===== config.mk =====
export PLATFORM = sky130hd
export DESIGN_NAME = dma_circ_src_seq
export DESIGN_NICKNAME = d
export VERILOG_FILES = /design/src/rtl/dma_circ_pkg.sv /design/src/rtl/dma_loop_counter.sv /design/src/rtl/dma_src_offset.sv /design/src/rtl/dma_pos_accum.sv /design/src/rtl/dma_circ_src_seq.sv
export SDC_FILE = /design/constraint.sdc
export NUM_CORES = 1
export LEC_CHECK = 0
export BUFFER_PORTS_ARGS = -buffer_cell sky130_fd_sc_hd__clkbuf_2
export CAP_MARGIN = 25
export CELL_PAD_IN_SITES_DETAIL_PLACEMENT = 1
export CELL_PAD_IN_SITES_GLOBAL_PLACEMENT = 1
export CORE_UTILIZATION = 32
export CTS_CLUSTER_SIZE = 40
export DETAILED_ROUTE_END_ITERATION = 8
export PLACE_DENSITY = 0.92
export SETUP_SLACK_MARGIN = 0.15
export SYNTH_ARGS = -nofsm -noshare
export SYNTH_HDL_FRONTEND = slang
export SYNTH_HIERARCHICAL = 1
export SYNTH_SLANG_ARGS = --single-unit

===== constraint.sdc =====
create_clock -name clk -period 4.1 [get_ports clk]
set_input_delay 1.23 -clock clk [delete_from_list [all_inputs] [get_ports clk]]
set_output_delay 1.23 -clock clk [all_outputs]
set_load 0.05 [all_outputs]

===== src/rtl/dma_circ_pkg.sv =====
package dma_circ_pkg;
   typedef logic [31:0] addr_t;

   localparam int unsigned WORD_BYTES = 4;
   localparam logic [1:0]  SIZE_32BIT = 2'b10;

   // step an address inside a 2^mod_bits window, keeping upper bits
   function automatic addr_t mod_advance(addr_t a, int unsigned mod_bits, int unsigned step);
      addr_t mask;
      mask = (mod_bits >= 32) ? '1 : ((32'd1 << mod_bits) - 32'd1);
      return (a & ~mask) | ((a + addr_t'(step)) & mask);
   endfunction
endpackage


===== src/rtl/dma_loop_counter.sv =====
module dma_loop_counter #(
   parameter int unsigned LIMIT = 16,
   localparam int unsigned CW = $clog2(LIMIT)
) (
   input  logic          clk,
   input  logic          rst_n,
   input  logic          step,
   output logic [CW-1:0] count,
   output logic          last
);
   if (LIMIT < 2) begin : g_bad_limit
      $error("dma_loop_counter: LIMIT must be at least 2");
   end

   localparam logic [CW-1:0] TOP = CW'(LIMIT - 1);

   assign last = (count == TOP);

   always_ff @(posedge clk or negedge rst_n) begin
      if (!rst_n)           count <= '0;
      else if (step && last) count <= '0;
      else if (step)         count <= count + CW'(1);
   end

   assert_count_bound_R7: assert property (@(posedge clk) disable iff (!rst_n)
      count <= TOP);
endmodule


===== src/rtl/dma_src_offset.sv =====
module dma_src_offset #(
   parameter int unsigned MOD_BITS = 17
) (
   input  logic                  clk,
   input  logic                  rst_n,
   input  logic                  advance,
   input  dma_circ_pkg::addr_t   base,
   output dma_circ_pkg::addr_t   addr
);
   import dma_circ_pkg::*;

   if (MOD_BITS >= 32) begin : g_flat
      addr_t off;
      always_ff @(posedge clk or negedge rst_n) begin
         if (!rst_n)       off <= '0;
         else if (advance) off <= off + addr_t'(WORD_BYTES);
      end
      assign addr = base + off;
   end else begin : g_modulo
      localparam addr_t MASK = (32'd1 << MOD_BITS) - 32'd1;
      logic [MOD_BITS-1:0] off;
      always_ff @(posedge clk or negedge rst_n) begin
         if (!rst_n)       off <= '0;
         else if (advance) off <= off + MOD_BITS'(WORD_BYTES);
      end
      assign addr = (base & ~MASK) | ((base + addr_t'(off)) & MASK);
   end
endmodule


===== src/rtl/dma_pos_accum.sv =====
module dma_pos_accum #(
   parameter int unsigned MOD_BITS    = 17,
   parameter int unsigned MAJOR_BYTES = 32768
) (
   input  logic                clk,
   input  logic                rst_n,
   input  logic                add,
   output logic [MOD_BITS-1:0] pos
);
   localparam int unsigned SW = MOD_BITS + 1;
   localparam logic [SW-1:0] BUF  = SW'(1) << MOD_BITS;
   localparam logic [SW-1:0] INCR = SW'(MAJOR_BYTES);

   if (MAJOR_BYTES > (64'd1 << MOD_BITS)) begin : g_bad_incr
      $error("dma_pos_accum: major loop larger than buffer");
   end

   logic [SW-1:0] sum;
   assign sum = {1'b0, pos} + INCR;

   always_ff @(posedge clk or negedge rst_n) begin
      if (!rst_n)   pos <= '0;
      else if (add) pos <= (sum >= BUF) ? MOD_BITS'(sum - BUF) : MOD_BITS'(sum);
   end

   assert_pos_hold_R8: assert property (@(posedge clk) disable iff (!rst_n)
      !add |=> $stable(pos));
endmodule


===== src/rtl/dma_circ_src_seq.sv =====
module dma_circ_src_seq #(
   parameter int unsigned MINOR_XFERS = 16,
   parameter int unsigned MAJOR_LOOPS = 512,
   parameter int unsigned MOD_BITS    = 17
) (
   input  logic                clk,
   input  logic                rst_n,
   input  logic [31:0]         src_base,
   input  logic [31:0]         dst_addr,
   input  logic                req,
   output logic                xfer_valid,
   output logic [31:0]         xfer_src,
   output logic [31:0]         xfer_dst,
   output logic [1:0]          xfer_size,
   output logic                irq,
   output logic [MOD_BITS-1:0] position
);
   import dma_circ_pkg::*;

   localparam int unsigned MINOR_BYTES = MINOR_XFERS * WORD_BYTES;
   localparam int unsigned MAJOR_BYTES = MINOR_BYTES * MAJOR_LOOPS;
   localparam int unsigned BW = $clog2(MINOR_XFERS);
   localparam int unsigned MW = $clog2(MAJOR_LOOPS);

   if (MOD_BITS < 2 || MOD_BITS > 32) begin : g_bad_mod
      $error("dma_circ_src_seq: MOD_BITS out of range");
   end

   logic          active;
   logic          beat_last, minor_last;
   logic          minor_end, major_end;
   logic [BW-1:0] beat_cnt;
   logic [MW-1:0] minor_cnt;

   assign minor_end = active && beat_last;
   assign major_end = minor_end && minor_last;

   always_ff @(posedge clk or negedge rst_n) begin
      if (!rst_n) begin
         active <= 1'b0;
         irq    <= 1'b0;
      end else begin
         irq <= major_end;
         if (!active && req) active <= 1'b1;
         else if (minor_end) active <= 1'b0;
      end
   end

   dma_loop_counter #(.LIMIT(MINOR_XFERS)) u_beat (
      .clk(clk), .rst_n(rst_n), .step(active),
      .count(beat_cnt), .last(beat_last));

   dma_loop_counter #(.LIMIT(MAJOR_LOOPS)) u_minor (
      .clk(clk), .rst_n(rst_n), .step(minor_end),
      .count(minor_cnt), .last(minor_last));

   dma_src_offset #(.MOD_BITS(MOD_BITS)) u_src (
      .clk(clk), .rst_n(rst_n), .advance(active),
      .base(src_base), .addr(xfer_src));

   dma_pos_accum #(.MOD_BITS(MOD_BITS), .MAJOR_BYTES(MAJOR_BYTES)) u_pos (
      .clk(clk), .rst_n(rst_n), .add(major_end), .pos(position));

   assign xfer_valid = active;
   assign xfer_dst   = dst_addr;
   assign xfer_size  = SIZE_32BIT;

   assert_src_step_R4: assert property (@(posedge clk) disable iff (!rst_n)
      (active && !beat_last) |=> (xfer_src == mod_advance($past(xfer_src), MOD_BITS, WORD_BYTES)));
   assert_no_cut_R3: assert property (@(posedge clk) disable iff (!rst_n)
      (active && !beat_last) |=> active);
   assert_gap_R9: assert property (@(posedge clk) disable iff (!rst_n)
      (active && beat_last) |=> !active);
   assert_irq_single_R6: assert property (@(posedge clk) disable iff (!rst_n)
      irq |=> !irq);
   assert_irq_place_R6: assert property (@(posedge clk) disable iff (!rst_n)
      $rose(irq) |-> (!active && $past(active)));
endmodule


==> reports/results.tsv <==
stage	metric	value	unit
outcome	status	finished with violations	
outcome	violations	setup timing	
route	via_per_inst	4.98	
finish	drive_gt1_frac	0.338	
route	drt_iter0_markers	35	
synth	ys_types	53	
clock_network	clk_latency	0.28	ns
finish	final_area	3160	um^2
synth	synth_area_leaders	dfrtp_1, buf_4, ha_1	
sta	fmax	0.234	GHz
synth	synthArstFlopShare	1.00	
clock_network	cts_tree	done	
worst_hold_path	min_path_type	reg2reg	
setup_path	critPathLaunch	src_base[2]	
setup_path	r2r_start	u_beat/count[0]	
sta	rsz0062_at_grt	true	
setup_path	worstSetupEndpointType	output pin	
pwr	power.density	633	nW/um^2
synth	syn_area	2690	um^2
sta	fin_crit_sh	1.04	
setup_path	critical_path.max_stage_delay	0.34	ns
setup_path	cpMostUsedCell	a21oi_2	
route	firstDrtPassIters	4	
sta	tightest_slew	0.810	ns
pwr	cellLeakagePower	1.47	nW
finish	antenna_cells	0	
synth	ys.flop_type	dfrtp_1	
place	portBuffers	36	
grt	grt_pass1_wl	9960	um
setup_path	critPathKind	in2out	
die	row_count	33	
route	num_vias	2088	
finish	num-fill-cells	940	
route	wl	6020	um
setup_path	cp-start-kind	primary input	
sta	final-hold-violation-count	0	
sta	setup_ws	-0.165	ns
clock_network	holdBufCountCts	0	
finish	fin_cells	419	
route	drcViolationCount	0	
pwr	vdd_drop_max	0.313	mV
setup_path	arrival	3.04	ns
synth	ys_seq_area_frac	0.297	
clock_network	clockBufferDepth	2	
finish	regArea	801	um^2
synth	synth_edf_count	0	
grt	grt_max_degree	33	
setup_path	critPathRequiredTime	2.87	ns
grt	antenna_found_initial	0	
place	dp_hpwl	4550	um
finish	finish.net_count	400	
die	fp.coreArea	8180	um^2
setup_path	worstPathCellList	buf_6 -> ha_4 -> fa_2 -> a21oi_2 -> nand4b_1 -> a21oi_2 -> o2111a_1 -> a311oi_4 -> buf_12	
synth	avgSynthCellArea	8.86	um^2
clock_network	cts_buffers	5	
clock_network	clk_pin_slew	0.06	ns
synth	synth_seq_cells	32	
place	gp_congestion	0.811	
clock_network	cts.sinks	32	
die	die-area	8790	um^2
die	io_pins	152	
worst_hold_path	hold_start	u_pos/pos[16]	
sta	layout_min_cycle_time	4.27	ns
grt	grt_usage	0.143	
finish	fin_util	0.386	
sta	slew_viol_final	0	
finish	area_growth	17.3	%
clock_network	clock-root-buffer	clkbuf_8	
setup_path	cp_slowest_cell	fa_2	
die	die_h	93.7	um
grt	grt_pass1_vias	2208	
clock_network	htreeDepth	2	
sta	finalSetupTns	-0.306	ns
place	dpl_cell_area	2860	um^2
setup_path	worst-path-max-fanout	3	
sta	relSlewSlack	0.460	
synth	yosysTopAreaCell	dfrtp_1	
finish	multi_input_area	1640	um^2
sta	fin_skew	0.00283	ns
sta	setup_viol	2	
die	chipWidth	93.7	um
place	dp.cells	410	
synth	synth_top_area_frac	0.297	
job	maxCapViolations	0	
route	ant_nets	0	
grt	grt_overflow	0	
synth	synth_warnings	6	
synth	postSynthCellCount	304	
die	initial_core_util	0.329	
route	wire_per_inst	14.4	um
==> through the flow <==
stage / hold WS (ns) / setup slack [ns] / power [W]
2_1_floorplan: 0.459 / -0.141 / 0.00145
3_3_place_gp: 0.461 / -0.188 / 0.00154
3_5_place_dp: 0.473 / -0.223 / 0.00159
4_1_cts: 0.486 / -0.171 / 0.00196
5_1_grt: 0.521 / -0.224 / 0.00213
6_report: 0.486 / -0.165 / 0.00200
==> per-layer routing <==
layer	track usage	routed length, um	vias to the layer above	share of wire
met5	0	0	-	0
met4	0.0513	112	0	0.019
met3	0.0275	256	14	0.043
met2	0.276	3260	54	0.54
met1	0.151	2390	1029	0.40
li1	-	-	991	-
==> synthesized netlist by cell type (2+ instances only) <==
cell type	count
a211oi_1	2
inv_1	5
a21oi_1	10
o211ai_1	2
nand2b_1	5
mux2_2	2
conb_1	3
nand3b_1	2
xnor2_1	13
nand2_1	25
nor2_2	2
nor4b_1	2
xor2_1	12
a31oi_1	2
nor2_1	22
nand4_1	6
nand3_1	8
or3_1	3
and3_1	6
mux2i_1	3
a21o_1	5
buf_2	3
a21oi_2	3
buf_4	66
nor3_1	3
ha_1	18
dfrtp_1	32
o21ai_0	13
a41oi_1	2
==> report_power, final <==
group	switching [W]	total [W]	internal, W
Combinational	0.000708	0.00122	0.000512
Clock	0.000109	0.000258	0.000149
Sequential	0.000124	0.000522	0.000398
==> worst max-delay path, delay by kind of cell <==
kind | cells | cell delay [ns]
AO/OA/AOI/OAI | 4 | 0.87
adder cells (fa/ha/maj) | 2 | 0.49
buffers and inverters | 2 | 0.28
AND/OR/NAND/NOR | 1 | 0.17
==> sequential cells by signal, summed over array words and instances (netlist names) <==
name                flops
u_pos/pos               2
u_src/g_modulo.off     15
xfer_valid              1
u_minor/count           9
u_beat/count            4
irq                     1
==> timing repair <==
item                       4_1_cts  5_1_grt
setup endpoints to repair       11       11
cloned                           0        0
buffers inserted                 1        1
pin swaps                        8       11
gates resized for setup         26       24
==> cells in the final DEF, fill, tap and decap left out, types with 4 or more instances in the layout <==
| master | synthesis | routed |
|---|---|---|
| inv_1 | 5 | 5 |
| dfrtp_1 | 32 | 32 |
| ha_4 | 0 | 4 |
| clkbuf_2 | 0 | 24 |
| conb_1 | 3 | 17 |
| xor2_1 | 12 | 9 |
| nand3_1 | 8 | 6 |
| o21ai_0 | 13 | 9 |
| and3_1 | 6 | 5 |
| buf_4 | 66 | 20 |
| ha_1 | 18 | 13 |
| buf_6 | 0 | 5 |
| nor2_1 | 22 | 19 |
| nand2b_1 | 5 | 5 |
| buf_8 | 0 | 5 |
| clkbuf_8 | 0 | 8 |
| nand2_1 | 25 | 24 |
| nand4_1 | 6 | 6 |
| a21o_1 | 5 | 5 |
| nor2_2 | 2 | 4 |
| xnor2_1 | 13 | 12 |
| a21oi_2 | 3 | 5 |
| a21oi_1 | 10 | 8 |
==> layout make-up <==
cell class,instances,area share
multi-input combinational,212,0.518
sequential,32,0.253
timing repair buffer,58,0.150
tap,105,0.0416
clock buffer,7,0.0305
inverter,5,0.00594
==> logic make-up (layout without fill, tap and decap cells) <==
family | after synthesis | after routing | share of synthesized area
AOI/OAI and AO/OA | 50 | 50 | 0.124
xor gates and xnor gates | 25 | 25 | 0.0813
other | 3 | 17 | 0.00418
DFF | 32 | 32 | 0.297
muxes | 5 | 5 | 0.0195
buffers and inverters | 74 | 70 | 0.197
and+or+nand+nor | 96 | 96 | 0.186
adders and majority gates | 19 | 19 | 0.0911
==> path summary, 6_finish.rpt <==
path,to,slack [ns],cells after the start
worst max-delay path,xfer_src[16],-0.17,9
min in group asynchronous,u_minor/count[4],1.03,1
worst max register to register,u_minor/count[6],2.24,6
max in group asynchronous,u_src/g_modulo.off[10],2.56,1
worst min-delay path,u_pos/pos[16],0.49,1
worst min register to register,u_pos/pos[16],0.49,1
Power figures use the tool's default switching activity.
